<file path="config.mk">
export PLATFORM = sky130hd
export DESIGN_NAME = pmem_port_if
export DESIGN_NICKNAME = d
export VERILOG_FILES = /design/src/rtl/pmi_pkg.sv /design/src/rtl/pmi_port_regs.sv /design/src/rtl/pmi_ctrl_fsm.sv /design/src/rtl/pmi_rd_mux.sv /design/src/rtl/pmem_port_if.sv
export SDC_FILE = /design/constraint.sdc
export NUM_CORES = 1
export LEC_CHECK = 0
export BUFFER_PORTS_ARGS = -buffer_cell sky130_fd_sc_hd__clkbuf_2
export CAP_MARGIN = 20
export CORE_MARGIN = 4
export CORE_UTILIZATION = 58
export DETAILED_ROUTE_END_ITERATION = 12
export PLACE_DENSITY = 0.84
export SYNTH_ARGS = -nofsm -noshare
export SYNTH_HDL_FRONTEND = slang
export SYNTH_SLANG_ARGS = --single-unit
export TNS_END_PERCENT = 50
</file>
<file path="constraint.sdc">
create_clock -name clk -period 3.42 [get_ports clk]
set_clock_uncertainty 0.2 [all_clocks]
set_input_delay 0.684 -clock clk [delete_from_list [all_inputs] [get_ports clk]]
set_output_delay 0.684 -clock clk [all_outputs]
set_load 0.02 [all_outputs]
</file>
<file path="src/rtl/pmi_pkg.sv">
package pmi_pkg;

    localparam int BYTE_W = 8;

    // Port numbers (low three bits; bit 3 selects this block when low)
    localparam logic [2:0] PORT_ADDR_BASE = 3'd0;
    localparam logic [2:0] PORT_DATA_BASE = 3'd4;
    localparam logic [2:0] PORT_CMD       = 3'd7;

    // Command byte bits
    localparam int CMD_STORE_BIT = 1;
    localparam int CMD_LOAD_BIT  = 0;

    // Status byte bits
    localparam int STAT_WRX_BIT = 2;
    localparam int STAT_RDX_BIT = 1;
    localparam int STAT_RDD_BIT = 0;

    typedef enum logic [1:0] {
        ST_IDLE    = 2'd0,
        ST_WR_WAIT = 2'd1,
        ST_RD_WAIT = 2'd2,
        ST_RD_DATA = 2'd3
    } pmi_state_t;

endpackage

</file>
<file path="src/rtl/pmi_port_regs.sv">
module pmi_port_regs
    import pmi_pkg::*;
#(
    parameter int ADDR_W = 24,
    parameter int DATA_W = 16
) (
    input  logic              clk,
    input  logic              rst_n,
    input  logic              wr_en,
    input  logic [2:0]        wr_idx,
    input  logic [BYTE_W-1:0] wr_byte,
    output logic [ADDR_W-1:0] addr_q,
    output logic [DATA_W-1:0] wdata_q,
    output logic              addr_touch
);

    localparam int ADDR_BYTES = ADDR_W / BYTE_W;
    localparam int DATA_BYTES = DATA_W / BYTE_W;

    logic [ADDR_BYTES-1:0] addr_hit;

    genvar gi;
    generate
        for (gi = 0; gi < ADDR_BYTES; gi++) begin : g_addr
            assign addr_hit[gi] = wr_en && (wr_idx == PORT_ADDR_BASE + 3'(gi));
            always_ff @(posedge clk) begin
                if (!rst_n) begin
                    addr_q[gi*BYTE_W +: BYTE_W] <= '0;
                end else if (addr_hit[gi]) begin
                    addr_q[gi*BYTE_W +: BYTE_W] <= wr_byte;
                end
            end
        end

        for (gi = 0; gi < DATA_BYTES; gi++) begin : g_data
            always_ff @(posedge clk) begin
                if (!rst_n) begin
                    wdata_q[gi*BYTE_W +: BYTE_W] <= '0;
                end else if (wr_en && (wr_idx == PORT_DATA_BASE + 3'(gi))) begin
                    wdata_q[gi*BYTE_W +: BYTE_W] <= wr_byte;
                end
            end
        end
    endgenerate

    assign addr_touch = |addr_hit;

endmodule

</file>
<file path="src/rtl/pmi_ctrl_fsm.sv">
module pmi_ctrl_fsm
    import pmi_pkg::*;
#(
    parameter int ADDR_W = 24,
    parameter int DATA_W = 16
) (
    input  logic              clk,
    input  logic              rst_n,
    input  logic              cmd_wr,
    input  logic              cmd_store,
    input  logic              cmd_load,
    input  logic              addr_touch,
    input  logic [ADDR_W-1:0] addr_q,
    input  logic [DATA_W-1:0] wdata_q,
    input  logic              mem_ack,
    input  logic              mem_rvalid,
    input  logic [DATA_W-1:0] mem_rdata,
    output logic              mem_req,
    output logic              mem_we,
    output logic [ADDR_W-1:0] mem_addr,
    output logic [DATA_W-1:0] mem_wdata,
    output logic [DATA_W-1:0] rdata_q,
    output logic              wrx,
    output logic              rdx,
    output logic              rdd
);

    pmi_state_t state, state_nx;
    logic       go_store, go_load, capture;

    // Command acceptance: only in idle; store has priority over load
    assign go_store = cmd_wr && (state == ST_IDLE) && cmd_store;
    assign go_load  = cmd_wr && (state == ST_IDLE) && !cmd_store && cmd_load;
    assign capture  = (state == ST_RD_DATA) && mem_rvalid;

    // State register
    always_ff @(posedge clk) begin
        if (!rst_n) begin
            state <= ST_IDLE;
        end else begin
            state <= state_nx;
        end
    end

    // Transitions
    always_comb begin
        state_nx = state;
        unique case (state)
            ST_IDLE: begin
                if (go_store) begin
                    state_nx = ST_WR_WAIT;
                end else if (go_load) begin
                    state_nx = ST_RD_WAIT;
                end
            end
            ST_WR_WAIT: if (mem_ack)    state_nx = ST_IDLE;
            ST_RD_WAIT: if (mem_ack)    state_nx = ST_RD_DATA;
            ST_RD_DATA: if (mem_rvalid) state_nx = ST_IDLE;
            default:                    state_nx = ST_IDLE;
        endcase
    end

    // State-decoded outputs
    always_comb begin
        mem_req = 1'b0;
        mem_we  = 1'b0;
        wrx     = 1'b0;
        rdx     = 1'b0;
        unique case (state)
            ST_IDLE: begin
            end
            ST_WR_WAIT: begin
                mem_req = 1'b1;
                mem_we  = 1'b1;
                wrx     = 1'b1;
            end
            ST_RD_WAIT: begin
                mem_req = 1'b1;
                rdx     = 1'b1;
            end
            ST_RD_DATA: begin
                rdx     = 1'b1;
            end
            default: begin
            end
        endcase
    end

    // Request snapshot taken on acceptance
    always_ff @(posedge clk) begin
        if (!rst_n) begin
            mem_addr  <= '0;
            mem_wdata <= '0;
        end else if (go_store || go_load) begin
            mem_addr  <= addr_q;
            mem_wdata <= wdata_q;
        end
    end

    // Load data capture
    always_ff @(posedge clk) begin
        if (!rst_n) begin
            rdata_q <= '0;
        end else if (capture) begin
            rdata_q <= mem_rdata;
        end
    end

    // Read-done flag: address rewrite wins over capture
    always_ff @(posedge clk) begin
        if (!rst_n) begin
            rdd <= 1'b0;
        end else if (addr_touch) begin
            rdd <= 1'b0;
        end else if (capture) begin
            rdd <= 1'b1;
        end else if (go_load) begin
            rdd <= 1'b0;
        end
    end

endmodule

</file>
<file path="src/rtl/pmi_rd_mux.sv">
module pmi_rd_mux
    import pmi_pkg::*;
#(
    parameter int DATA_W = 16
) (
    input  logic              read_strobe,
    input  logic [3:0]        port_sel,
    input  logic [DATA_W-1:0] rdata_q,
    input  logic              wrx,
    input  logic              rdx,
    input  logic              rdd,
    output logic [BYTE_W-1:0] in_port
);

    localparam int DATA_BYTES = DATA_W / BYTE_W;

    logic [BYTE_W-1:0] status_byte;

    always_comb begin
        status_byte = '0;
        status_byte[STAT_WRX_BIT] = wrx;
        status_byte[STAT_RDX_BIT] = rdx;
        status_byte[STAT_RDD_BIT] = rdd;
    end

    always_comb begin
        in_port = '0;
        if (read_strobe && !port_sel[3]) begin
            if (port_sel[2:0] == PORT_CMD) begin
                in_port = status_byte;
            end
            for (int b = 0; b < DATA_BYTES; b++) begin
                if (port_sel[2:0] == PORT_DATA_BASE + 3'(b)) begin
                    in_port = rdata_q[b*BYTE_W +: BYTE_W];
                end
            end
        end
    end

endmodule

</file>
<file path="src/rtl/pmem_port_if.sv">
module pmem_port_if
    import pmi_pkg::*;
#(
    parameter int ADDR_W = 24,
    parameter int DATA_W = 16
) (
    input  logic              clk,
    input  logic              rst_n,
    input  logic [3:0]        port_sel,
    input  logic              write_strobe,
    input  logic              read_strobe,
    input  logic [7:0]        out_port,
    output logic [7:0]        in_port,
    output logic              mem_req,
    output logic              mem_we,
    output logic [ADDR_W-1:0] mem_addr,
    output logic [DATA_W-1:0] mem_wdata,
    input  logic              mem_ack,
    input  logic              mem_rvalid,
    input  logic [DATA_W-1:0] mem_rdata
);

    logic              wr_en;
    logic              cmd_wr;
    logic              addr_touch;
    logic [ADDR_W-1:0] addr_q;
    logic [DATA_W-1:0] wdata_q;
    logic [DATA_W-1:0] rdata_q;
    logic              wrx, rdx, rdd;

    assign wr_en  = write_strobe && !port_sel[3];
    assign cmd_wr = wr_en && (port_sel[2:0] == PORT_CMD);

    pmi_port_regs #(.ADDR_W(ADDR_W), .DATA_W(DATA_W)) u_regs (
        .clk        (clk),
        .rst_n      (rst_n),
        .wr_en      (wr_en),
        .wr_idx     (port_sel[2:0]),
        .wr_byte    (out_port),
        .addr_q     (addr_q),
        .wdata_q    (wdata_q),
        .addr_touch (addr_touch)
    );

    pmi_ctrl_fsm #(.ADDR_W(ADDR_W), .DATA_W(DATA_W)) u_fsm (
        .clk        (clk),
        .rst_n      (rst_n),
        .cmd_wr     (cmd_wr),
        .cmd_store  (out_port[CMD_STORE_BIT]),
        .cmd_load   (out_port[CMD_LOAD_BIT]),
        .addr_touch (addr_touch),
        .addr_q     (addr_q),
        .wdata_q    (wdata_q),
        .mem_ack    (mem_ack),
        .mem_rvalid (mem_rvalid),
        .mem_rdata  (mem_rdata),
        .mem_req    (mem_req),
        .mem_we     (mem_we),
        .mem_addr   (mem_addr),
        .mem_wdata  (mem_wdata),
        .rdata_q    (rdata_q),
        .wrx        (wrx),
        .rdx        (rdx),
        .rdd        (rdd)
    );

    pmi_rd_mux #(.DATA_W(DATA_W)) u_rdmux (
        .read_strobe (read_strobe),
        .port_sel    (port_sel),
        .rdata_q     (rdata_q),
        .wrx         (wrx),
        .rdx         (rdx),
        .rdd         (rdd),
        .in_port     (in_port)
    );

endmodule

</file>
-- After elaboration in Yosys (flattened, before gate mapping)
Cells that the tools add are included.
- equal/unequal tests: 12
- mux-type cells: 15
- bitwise gates (word level): 1
- reduce and logical (&&, ||, !) cells: 23
- operators with widths (cell ; number):
    $mux W8 ; 3
    $logic_and A1 B1 Y1 ; 13
    $mux W2 ; 5
    $eq A3 B3 Y1 const B ; 3
    $pmux W2 S4 ; 1
    $ne A2 B2 Y1 const B ; 3
    $mux W1 ; 5
    $eq A2 B2 Y1 const B ; 2
    $reduce_and A4 Y1 ; 1
    $reduce_or A2 Y1 ; 2
    $reduce_or A4 Y1 ; 1
    $eq A3 B1 Y1 const B ; 1
    $eq A3 B2 Y1 const B ; 1
    $logic_not A3 Y1 ; 1
    $mux W3 ; 1
    $ne A3 B1 Y1 const B ; 1
    $eq A2 B1 Y1 const B ; 1
    $logic_not A1 Y1 ; 2
    $logic_not A2 Y1 ; 1
    $reduce_bool A2 Y1 ; 1
    $logic_or A1 B1 Y1 ; 1
    $not A1 Y1 ; 1
- register bits after elaboration: 99
- input bits: 34
- output and inout bits: 50

-- Longest topological paths before layout
Gate-level depths: netlist of the first run.
- depth in word-level cells: 9
- gate-level depth with buffers: 8

-- Hierarchy
Synthesis of the first run repeated with hierarchy kept, for this count alone.
- cell total of the unflattened synthesis: 445
- area total of the unflattened synthesis: 4068.9 um^2
- by module, submodules not included (module ; instances ; cells each ; area each (um^2) ; sequential area each (um^2)):
    pmi_ctrl_fsm ; 1 ; 273 ; 2342.2 ; 1181.1
    pmi_port_regs ; 1 ; 145 ; 1496.4 ; 800.8
    pmi_rd_mux ; 1 ; 25 ; 207.7 ; 0.0
    pmem_port_if ; 1 ; 2 ; 22.5 ; 0.0

-- Worst setup path before layout of the first run
No wires, ideal clock.
- kind: input port to output port
- start point: input port_sel[0]
- end point: output in_port[2]
- arrival: 1847 ps
- required time: 2536 ps
- setup slack: 689 ps
- stages on the path: 4
- buffers on the path: 2
- path through: buf_6 > buf_2 > a21boi_0 > nor4_1
- word-level cells in the longest chain between the ends: 5
- elaborated cells between the ends (all ways): 7
- those cells by class: eq/ne: 3; mux: 4
- ends and longest elaborated chain (item ; line ; RTL):
    start, declared ; pmem_port_if.sv:9 ; input logic [3:0] port_sel,
    $eq A3 B3 Y1 ; pmi_rd_mux.sv:29 ; if (port_sel[2:0] == PORT_CMD) begin
    $mux W3 ; pmi_rd_mux.sv:29 ;
    $mux W8 ; pmi_rd_mux.sv:33 ; if (port_sel[2:0] == PORT_DATA_BASE + 3'(b)) begin
    $mux W8 (*) ; pmi_rd_mux.sv:33 ;
    $mux W8 (*) ; pmi_rd_mux.sv:28 ; if (read_strobe && !port_sel[3]) begin
    end, declared ; pmem_port_if.sv:13 ; output logic [7:0] in_port,
Every way passes the cells marked *; elsewhere a longest branch is shown, timed or not.

-- Worst setup path after layout of the first run
- start point: input port_sel[0]
- end point: output in_port[1]
The elaborated chain is that of the path after synthesis.

==> results.md, run 1 <==
## Status
• outcome: complete, no violations

## Worst setup path
• family with the most delay on the worst path: buffers and inverters
• crit path max-delay cell type: sky130_fd_sc_hd__clkbuf_2
• capture instance of the worst register-to-register path: u_fsm.mem_addr[15]$_SDFFE_PN0P_
• cells along the critical path: clkbuf_2 -> o21ai_0 -> a211oi_1 -> clkbuf_2
• number of cells on the worst reg-to-reg path: 7
• maximum net fanout on the critical path: 18
• biggest cell delay along the critical path: 0.37 ns
• worst setup path category: in -> out
• minimum setup slack among reg-to-reg paths: 0.97 ns
• count of buffer and inverter cells on the critical path: 2
• CP endpoint kind: primary output
• startpoint class of the critical path: input port
• Worst R2R Start: u_fsm.state[0]$_SDFFE_PN0P_
• cell mode on critical path: sky130_fd_sc_hd__clkbuf_2
• critical path data required time: 2.54 ns
• arrival time worst endpoint: 1.74 ns

## Yosys
• post-synthesis instance area: 0.004079 mm²
• Mapped Nets: 488
• post-synthesis instance total: 450
• sequential share of the synthesized area: 48.59%
• syn_area_per_cell: 9.064 µm²
• share of flip-flops with an asynchronous set or reset after synthesis: 0%
• Ys Warns: 0
• fraction of synthesized cell area taken by the top area cell type: 48.59%
• biggest area contributors in the synthesized netlist: sky130_fd_sc_hd__dfxtp_1 (49%), sky130_fd_sc_hd__nand2_1 (12%), sky130_fd_sc_hd__mux2i_1 (9.8%)
• biggest area consumer among synthesized cells: sky130_fd_sc_hd__dfxtp_1
• most common cell in the netlist: sky130_fd_sc_hd__nand2_1
• Top FF cell, synth: sky130_fd_sc_hd__dfxtp_1
• Unique masters post-synth: 38
• Post-synth top cells: sky130_fd_sc_hd__nand2_1 (128), sky130_fd_sc_hd__dfxtp_1 (99), sky130_fd_sc_hd__a21boi_0 (49)
• register bit count reported by yosys: 99
• number of enable-type register cells in the synthesized netlist: 0

## Global routing
• Total GRT Usage: 21.37%
• initial antenna violation count: 0
• pin count of the biggest net entering global routing: 60
• gr ovfl total: 0
• via count of the first global-routing pass: 3071
• first-pass GRT wire length: 14460 µm

## Hold path
• type of the worst min-delay path: reg -> reg
• Cells on Worst Hold Path: 2
• origin of the worst min-delay path: u_fsm.mem_addr[6]$_SDFFE_PN0P_
• end of the worst hold path: u_fsm.mem_addr[6]$_SDFFE_PN0P_

## Clock tree
• number of H-tree levels: 3
• buffer depth of the longest clock path: 2
• clock-pin transition on the worst setup and hold timing paths: 0.09 ns
• TritonCTS Buffers: 9
• Post CTS Setup Buffer Count: 0
• TritonCTS clock tree: done
• master cell of the clock root buffer: sky130_fd_sc_hd__clkbuf_8
• Worst-Skew Late Latency: 0.36 ns
• sinks on the clock net: 99
• number of cells upsized or downsized after cts: 0
• number of buffers inserted by hold repair at cts: 0

## Pwr
• power consumption: 2162 µW
• share of total power in the clock network: 37.6%
• switching share of total power: 23.68%
• Static Leak: 0.001980 µW
• power share of the sequential group: 54.2%
• Comb pwr share: 8.2%
• power dissipated by switching net loads: 512.1 µW
• internal power component: 1650 µW
• VDD IR max: 0.0002303 V
• Cell Pwr Density: 460.0 mW/mm²

## Routing
• routed wire length: 8836 µm
• number of vias after detailed routing: 3158
• wire length per cell: 14.32 µm
• remaining design rule violation count: 0
• vias per cell: 5.118
• first-iteration detailed-routing DRC count: 157
• remaining antenna violation count: 0
• DR pass1 iterations: 4

## Floorplanning
• x dimension of the die: 91.86 µm
• Initial Utilization: 59.71%
• die area: 0.008438 mm²
• I/O pin total: 84
• Die Y: 91.86 µm
• Core Box Area: 0.006832 mm²
• row count: 30

## STA
• final number of setup-violating endpoints: 0
• unrepaired setup endpoints after global routing: false
• final worst-path cycle share: 76.72%
• number of endpoints with negative hold slack in the final report: 0
• Max-Slew Margin vs Limit: 43.44%
• setup_tns: 0 ns
• Worst Max-Slew Pin Slew: 0.8485 ns
• achievable clock frequency: 381.1 MHz
• count of final max-slew check failures: 0
• Period minus WS final: 2.624 ns
• minimum setup slack in the final design: 0.7961 ns

## Cells and area
• non-filler cells, final: 617
• total inserted antenna cells: 0
• number of nets in the finished design: 555
• share of final-layout standard cells stronger than drive strength 1: 21.11%
• area added between synthesis and finish: 15.25%

## Placement
• number of I/O port buffers: 83
• weighted congestion reported at the end of routability-driven placement: 0.8265
• Cells after DPL: 602
• detailed-placement wirelength estimate: 6192 µm
• worst setup slack after placement: 0.6314 ns

## Job
• count of maximum capacitance violations: 0

-- metrics by stage --
step                      utilization, %  instance area, µm²  hold slack, ns
after floorplan                        -                4079          0.2304
after global placement             65.68                4487          0.2372
after detailed placement           65.68                4487          0.2443
after CTS                          68.81                4701          0.2593
after global routing               68.81                4701          0.2737
final                              68.81                4701          0.2547
-- metal layers --
metal / global-route usage, % / up-vias / share of wire, %
li1: - / 1613 / -
met1: 27.06 / 1470 / 45
met2: 36.25 / 64 / 50
met3: 3.692 / 11 / 4.0
met4: 8.292 / 0 / 1.2
met5: 0 / - / 0
-- layout by cell type (no fill, tap or decap), types with 2 or more instances in the layout --
master,synthesis,final
sky130_fd_sc_hd__clkbuf_8,0,9
sky130_fd_sc_hd__inv_1,5,5
sky130_fd_sc_hd__ha_1,4,4
sky130_fd_sc_hd__o211ai_1,2,2
sky130_fd_sc_hd__buf_4,6,4
sky130_fd_sc_hd__nand3_1,8,8
sky130_fd_sc_hd__dfxtp_1,99,99
sky130_fd_sc_hd__o21ai_0,2,2
sky130_fd_sc_hd__or2_1,2,2
sky130_fd_sc_hd__nor2b_1,33,33
sky130_fd_sc_hd__clkbuf_2,1,83
sky130_fd_sc_hd__clkinv_2,0,2
sky130_fd_sc_hd__bufinv_16,0,2
sky130_fd_sc_hd__nor2_1,10,9
sky130_fd_sc_hd__nand2_1,128,128
sky130_fd_sc_hd__mux2i_1,40,40
sky130_fd_sc_hd__nor2_2,1,2
sky130_fd_sc_hd__nand3b_1,2,2
sky130_fd_sc_hd__a21boi_1,16,16
sky130_fd_sc_hd__a21boi_0,49,49
-- layout make-up --
cell class	count	area, µm²
inverter	5	18.77
tap	96	120.1
clock buffer	9	123.9
clock inverter	6	90.09
fill	590	2131
sequential	99	1982
multi-input combinational	315	1921
timing repair buffer	87	445.4
-- worst min-delay path: cells and delay by family (launching register included) --
kind	cells	cell delay, ns
AOI/OAI and AO/OA	1	0.05
and+or+nand+nor	1	0.05
DFF	1	0.32
-- registers in the layout, summed over array words and instances, names as in the netlist --
register / count
u_fsm.mem_addr: 24
u_fsm.mem_wdata: 16
u_fsm.rdata_q: 16
u_fsm.rdd: 1
u_fsm.state: 2
u_regs.addr_q: 24
u_regs.wdata_q: 16
-- how the worst max path moves through the flow --
stage | start | end | slack [ns] | depth (start not counted)
floorplan | port_sel[0] | in_port[2] | 0.69 | 4
detailed placement | port_sel[0] | u_fsm.mem_addr[11]$_SDFFE_PN0P_ | 0.63 | 6
global route | port_sel[0] | in_port[0] | 0.73 | 6
finish | port_sel[0] | in_port[1] | 0.80 | 4
CTS | port_sel[0] | in_port[1] | 0.80 | 4
global placement | port_sel[0] | u_fsm.mem_addr[16]$_SDFFE_PN0P_ | 0.70 | 6
-- cell families after synthesis --
kind of cell	Yosys count	synth area share, %
and+or+nand+nor	194	21.90
DFF	99	48.59
AOI/OAI and AO/OA	77	14.08
muxes	40	9.816
buffers and inverters	36	4.386
adders and majority gates	4	1.227
-- power by group through the flow --
stage / clock (µW) / sequential (µW) / combinational [µW]
floorplan: 0 / 1200 / 126
global placement: 0 / 1200 / 172
detailed placement: 0 / 1200 / 176
CTS: 825 / 1170 / 178
global route: 874 / 1180 / 194
finish: 812 / 1170 / 177
(Power assumes the default switching activity.)
==> inputs of run 2 (changes only) <==
- CORE_UTILIZATION: 58 -> 49
- PLACE_DENSITY: 0.84 -> 0.75
- clock period: 3.42 -> 2.3 ns (I/O delays scaled with it)
==> run 2 against run 1 <==
Against the previous run: critical path depth up 1; sequential cell count is the same; sequential share of layout area decreased by 0.65 points; cell count grew 2.9%; clock power grew 40%; first-iteration DRC count shrank 39%; wire length grew 0.77%; power is 46% higher; count of clock-buffer cells in the layout rose by 1; via count increased by 1.1%; critical path type is now reg -> out; critical endpoint unchanged; largest cell class unchanged.
==> results.md, run 2 (same netlist as run 1, synthesis figures left out) <==
## Pwr
• Cell Pwr Density: 661.2 mW/mm², +44%
• VDD IR max: 0.0002987 V, +30%
• Static Leak: 0.002007 µW, +1.4%

## Clock tree
• TritonCTS clock tree: done
• number of buffers inserted by hold repair at cts: 0, unchanged
• number of H-tree levels: 3, unchanged
• buffer depth of the longest clock path: 2, unchanged
• master cell of the clock root buffer: sky130_fd_sc_hd__clkbuf_8
• TritonCTS Buffers: 9, unchanged
• Worst-Skew Late Latency: 0.36 ns, about the same
• sinks on the clock net: 99, unchanged
• clock-pin transition on the worst setup and hold timing paths: 0.09 ns, about the same

## Placement
• weighted congestion reported at the end of routability-driven placement: 0.7986, -3.4%
• detailed-placement wirelength estimate: 6266 µm, +1.2%
• number of I/O port buffers: 83, unchanged
• placed inst area: 0.004571 mm², +1.9%

## Cells and area
• commonest non-fill, non-tap cells in the layout: sky130_fd_sc_hd__nand2_1 (128), sky130_fd_sc_hd__dfxtp_1 (99), sky130_fd_sc_hd__clkbuf_2 (81)
• commonest non-fill, non-tap cell in the layout: sky130_fd_sc_hd__nand2_1
• total inserted antenna cells: 0, unchanged
• number of nets in the finished design: 563, +1.4%
• share of final-layout standard cells stronger than drive strength 1: 22.45%, +1.3 points
• Largest regs: u_fsm.mem_addr x24, u_regs.addr_q x24
• area added between synthesis and finish: 17.06%
• post-route cell area: 0.004775 mm², +1.6%

## Worst setup path
• capture instance of the worst register-to-register path: u_fsm.mem_wdata[10]$_SDFFE_PN0P_
• family with the most delay on the worst path: flip-flops
• crit path max-delay cell type: sky130_fd_sc_hd__dfxtp_1
• arrival time worst endpoint: 1.53 ns, -0.21 ns
• minimum setup slack among reg-to-reg paths: 0.36 ns, -0.61 ns
• worst setup path category: reg -> out
• startpoint class of the critical path: flip-flop
• CP endpoint kind: primary output
• critical path data required time: 1.64 ns, -0.90 ns
• Worst R2R Start: u_fsm.state[0]$_SDFFE_PN0P_
• cells along the critical path: inv_1 -> ha_2 -> o21ai_0 -> a211oi_1 -> buf_2
• count of buffer and inverter cells on the critical path: 2, unchanged
• biggest cell delay along the critical path: 0.35 ns, -0.02 ns
• maximum net fanout on the critical path: 4, -14
• number of cells on the worst reg-to-reg path: 7, unchanged

## Routing
• number of vias after detailed routing: 3192, +1.1%
• DR pass1 iterations: 4, unchanged
• wire length per cell: 14.02 µm, -2.1%
• first-iteration detailed-routing DRC count: 96, -39%
• remaining antenna violation count: 0, unchanged
• routed wire length: 8904 µm, +0.77%
• vias per cell: 5.027, -1.8%
• remaining design rule violation count: 0, unchanged

## STA
• achievable clock frequency: 455.8 MHz
• Period minus WS final: 2.194 ns
• Worst Max-Slew Pin Slew: 0.6932 ns, -0.1552 ns
• number of endpoints with negative hold slack in the final report: 0, unchanged
• unrepaired setup endpoints after global routing: true
• final worst-path cycle share: 95.38%
• worst slack on hold paths: 0.1244 ns, -0.1303 ns
• Max-Slew Margin vs Limit: 53.78%, +10 points
• final number of setup-violating endpoints: 0, unchanged
• count of final max-slew check failures: 0, unchanged

## Floorplanning
• Core Box Area: 0.008175 mm², +20%
• row count: 33, +10%
• Initial Utilization: 49.89%, -9.8 points
• Die Y: 99.24 µm, +8.0%
• x dimension of the die: 99.24 µm, +8.0%
• die area: 0.009848 mm², +17%
• I/O pin total: 84, unchanged

## Hold path
• end of the worst hold path: u_fsm.rdata_q[4]$_SDFFE_PN0P_
• Cells on Worst Hold Path: 3, +1
• origin of the worst min-delay path: mem_rdata[4]
• type of the worst min-delay path: in -> reg

## Global routing
• pin count of the biggest net entering global routing: 40, -33%
• via count of the first global-routing pass: 3136, +2.1%
• initial antenna violation count: 0, unchanged
• gr ovfl total: 0, unchanged
• first-pass GRT wire length: 14920 µm, +3.2%
• Total GRT Usage: 18.77%, -2.6 points

## Status
• outcome: complete, no violations

## Job
• count of maximum capacitance violations: 0, unchanged

## run 2: cell types whose count changed in the layout (fill, tap and decap cells not counted), sizes merged
| cell | previous run | this run |
|---|---|---|
| inv | 6 | 7 |
| buf | 4 | 14 |
| clkbuf | 92 | 91 |
| bufinv | 2 | 1 |
| clkinv | 3 | 1 |
| clkinvlp | 0 | 2 |
## run 2: per-layer routing
layer / wire, µm / global-route usage [%]
met5: 0 / 0
met4: 93 / 5.777
met3: 397 / 4.137
met2: 4433 / 32.39
met1: 3979 / 23.43
## run 2: worst reg2reg max path, delay by kind of cell (launching register included)
family	cells	cell delay (ns)
AO/OA/AOI/OAI	2	0.34
adder cells (fa/ha/maj)	1	0.27
buffers and inverters	2	0.36
flip-flops	1	0.40
AND/OR/NAND/NOR	2	0.30
## run 2: area by class of cell
type                    instances  area (µm²)
clock buffers                  10       127.6
fillers                       733        3401
multi-input cells             315        1923
repair buffers                 95       518.0
clock inverters                 6       73.82
flip-flops and latches         99        1982
inverters                       5       18.77
well taps                     105       131.4
## run 2: report_power, final
part / leakage, µW / switching (µW) / internal (µW)
registers: 0.000798 / 14.0 / 1730
clock network: 0.0000950 / 618 / 517
logic: 0.00111 / 157 / 121
total: 0.00201 / 789 / 2370
## run 2: worst max-delay path by stage
stage                                      from          to  depth (start not counted)
detailed placement                  port_sel[2]  in_port[5]                          5
global route        u_fsm.state[0]$_SDFFE_PN0P_  in_port[1]                          5
CTS                 u_fsm.state[0]$_SDFFE_PN0P_  in_port[1]                          5
global placement                    port_sel[2]  in_port[6]                          5
finish              u_fsm.state[0]$_SDFFE_PN0P_  in_port[1]                          5
floorplan                           port_sel[0]  in_port[2]                          4
## run 2: metrics by stage
step	total power [µW]	util [%]	worst slack, ns	instances	TNS, ns
global route	3289	58.40	-0.01181	635	-0.01181
CTS	3186	58.37	0.003811	635	0
detailed placement	2058	55.91	0.1778	619	0
global placement	2050	55.91	0.2228	619	0
floorplan	1968	-	0.01736	450	0
finish	3157	58.40	0.1062	635	0
## run 2: repair_timing
action	4_1_cts	5_1_grt
endpoints found under the setup margin	0	2
buffers inserted	0	0
resized for setup	0	3
==> inputs of run 3 (changes only) <==
- CORE_UTILIZATION: 49 -> 58
- PLACE_DENSITY: 0.75 -> 0.84
- clock period: 2.3 -> 2.7 ns (I/O delays scaled with it)
==> run 3 against run 2 <==
Against the previous run: combinational power is 16% lower; first-iteration DRC count is 54% higher; critical path depth stayed put; count of clock-buffer cells in the layout is 1 lower; clock power is 5% lower; cell count is 1.9% lower; via count is 1.1% higher; critical path type unchanged; power is 11% lower; non-clock buffer count is 3 lower; die area is 14% lower; largest power group unchanged; cell area is 0.18% lower; largest cell class unchanged.
==> results.md, run 3 (same netlist as run 1, synthesis figures left out) <==
## Routing
• DR pass1 iterations: 4, unchanged
• wire length per cell: 14.32 µm, +2.1%
• remaining antenna violation count: 0, unchanged
• first-iteration detailed-routing DRC count: 148, +54%
• vias per cell: 5.178, +3.0%
• number of vias after detailed routing: 3226, +1.1%
• routed wire length: 8922 µm, +0.20%
• remaining design rule violation count: 0, unchanged

## Pwr
• Static Leak: 0.002009 µW, +0.10%
• power consumption: 2794 µW, -11%
• Cell Pwr Density: 586.2 mW/mm², -11%
• VDD IR max: 0.0004121 V, +38%

## STA
• final number of setup-violating endpoints: 0, unchanged
• count of final max-slew check failures: 0, unchanged
• number of endpoints with negative hold slack in the final report: 0, unchanged
• Max-Slew Margin vs Limit: 50.54%, -3.2 points
• setup_tns: 0 ns, unchanged
• Period minus WS final: 2.411 ns
• unrepaired setup endpoints after global routing: false
• achievable clock frequency: 414.8 MHz
• Worst Max-Slew Pin Slew: 0.7419 ns, +0.04869 ns
• final worst-path cycle share: 89.29%
• worst slack on hold paths: 0.2038 ns, +0.07941 ns
• minimum setup slack in the final design: 0.2892 ns, +0.1830 ns

## Worst setup path
• arrival time worst endpoint: 1.67 ns, +0.14 ns
• worst setup path category: reg -> out
• CP endpoint kind: primary output
• maximum net fanout on the critical path: 4, unchanged
• startpoint class of the critical path: flip-flop
• critical path data required time: 1.96 ns, +0.32 ns

## Clock tree
• sinks on the clock net: 99, unchanged
• number of H-tree levels: 3, unchanged
• Post CTS Setup Buffer Count: 0, unchanged
• master cell of the clock root buffer: sky130_fd_sc_hd__clkbuf_8
• TritonCTS clock tree: done
• clock-pin transition on the worst setup and hold timing paths: 0.09 ns, about the same
• number of buffers inserted by hold repair at cts: 0, unchanged
• TritonCTS Buffers: 9, unchanged
• buffer depth of the longest clock path: 2, unchanged
• Worst-Skew Late Latency: 0.37 ns, about the same
• number of cells upsized or downsized after cts: 0, unchanged

## Floorplanning
• I/O pin total: 84, unchanged
• x dimension of the die: 91.86 µm, -7.4%
• Die Y: 91.86 µm, -7.4%
• row count: 30, -9.1%
• Initial Utilization: 59.71%, +9.8 points
• die area: 0.008438 mm², -14%
• Core Box Area: 0.006832 mm², -16%

## Cells and area
• total inserted antenna cells: 0, unchanged
• commonest non-fill, non-tap cells in the layout: sky130_fd_sc_hd__nand2_1 (128), sky130_fd_sc_hd__dfxtp_1 (99), sky130_fd_sc_hd__clkbuf_2 (83)
• area added between synthesis and finish: 16.84%
• Largest regs: u_fsm.mem_addr x24, u_regs.addr_q x24
• share of final-layout standard cells stronger than drive strength 1: 22.01%, -0.44 points
• final core utilization: 69.76%, +11 points
• commonest non-fill, non-tap cell in the layout: sky130_fd_sc_hd__nand2_1
• number of filler cells placed in the layout: 589, -20%
• number of nets in the finished design: 560, -0.53%

## Placement
• weighted congestion reported at the end of routability-driven placement: 0.8366, +4.8%
• number of I/O port buffers: 83, unchanged
• detailed-placement wirelength estimate: 6357 µm, +1.5%
• worst setup slack after placement: 0.3224 ns, +0.1446 ns

## Hold path
• type of the worst min-delay path: in -> reg

## Global routing
• pin count of the biggest net entering global routing: 58, +45%
• via count of the first global-routing pass: 3076, -1.9%
• initial antenna violation count: 0, unchanged
• Total GRT Usage: 21.71%, +2.9 points
• first-pass GRT wire length: 14590 µm, -2.2%
• gr ovfl total: 0, unchanged

## Status
• outcome: complete, no violations

## Job
• count of maximum capacitance violations: 0, unchanged

[run 3: cell count changes in the layout (fill, tap and decap cells not counted), sizes merged]
| cell | previous run | this run |
|---|---|---|
| inv | 7 | 9 |
| buf | 14 | 9 |
| clkinv | 1 | 0 |
| clkbuf | 91 | 92 |
| bufinv | 1 | 2 |
| clkinvlp | 2 | 1 |
[run 3: stage by stage]
stage,std cells,instance area (µm²)
final,623,4766
after global routing,623,4766
after CTS,623,4766
after detailed placement,607,4537
after global placement,607,4537
after floorplan,450,4079
[run 3: area by class of cell]
type	instances	area, µm²	area share [%]
Clock buffer	9	123.9	2.599
Tap cell	96	120.1	2.520
Clock inverter	7	105.1	2.205
Sequential cell	99	1982	41.59
Inverter	5	18.77	0.3938
Timing Repair Buffer	92	495.5	10.40
Multi-Input combinational cell	315	1921	40.30
[run 3: critical path: stages (launching register included)]
cell and delay, ns:
sky130_fd_sc_hd__dfxtp_1 0.36, sky130_fd_sc_hd__inv_1 0.10, sky130_fd_sc_hd__ha_1 0.22, sky130_fd_sc_hd__o21ai_0 0.11
sky130_fd_sc_hd__a211oi_1 0.30, sky130_fd_sc_hd__clkbuf_2 0.22
[run 3: worst paths after layout]
check / startpoint / endpoint / slack [ns] / cells after the start
worst max register to register: u_fsm.state[0]$_SDFFE_PN0P_ / u_fsm.mem_addr[0]$_SDFFE_PN0P_ / 0.51 / 7
worst max-delay path: u_fsm.state[0]$_SDFFE_PN0P_ / in_port[1] / 0.29 / 5
worst min-delay path: mem_rdata[4] / u_fsm.rdata_q[4]$_SDFFE_PN0P_ / 0.20 / 3
worst min register to register: u_fsm.mem_addr[1]$_SDFFE_PN0P_ / u_fsm.mem_addr[1]$_SDFFE_PN0P_ / 0.26 / 2
[run 3: routing by layer]
metal  wire length (µm)  global-route usage [%]  share of wire [%]
met3                416                   4.922                4.7
met2               4432                   36.07                 50
met1               3944                   27.95                 44
met5                  0                       0                  0
met4                128                   7.178                1.4
[run 3: power by group]
part | switching, µW | internal [µW] | total [µW]
clock network | 538 | 538 | 1080
logic | 132 | 99.6 | 232
registers | 11.8 | 1470 | 1490
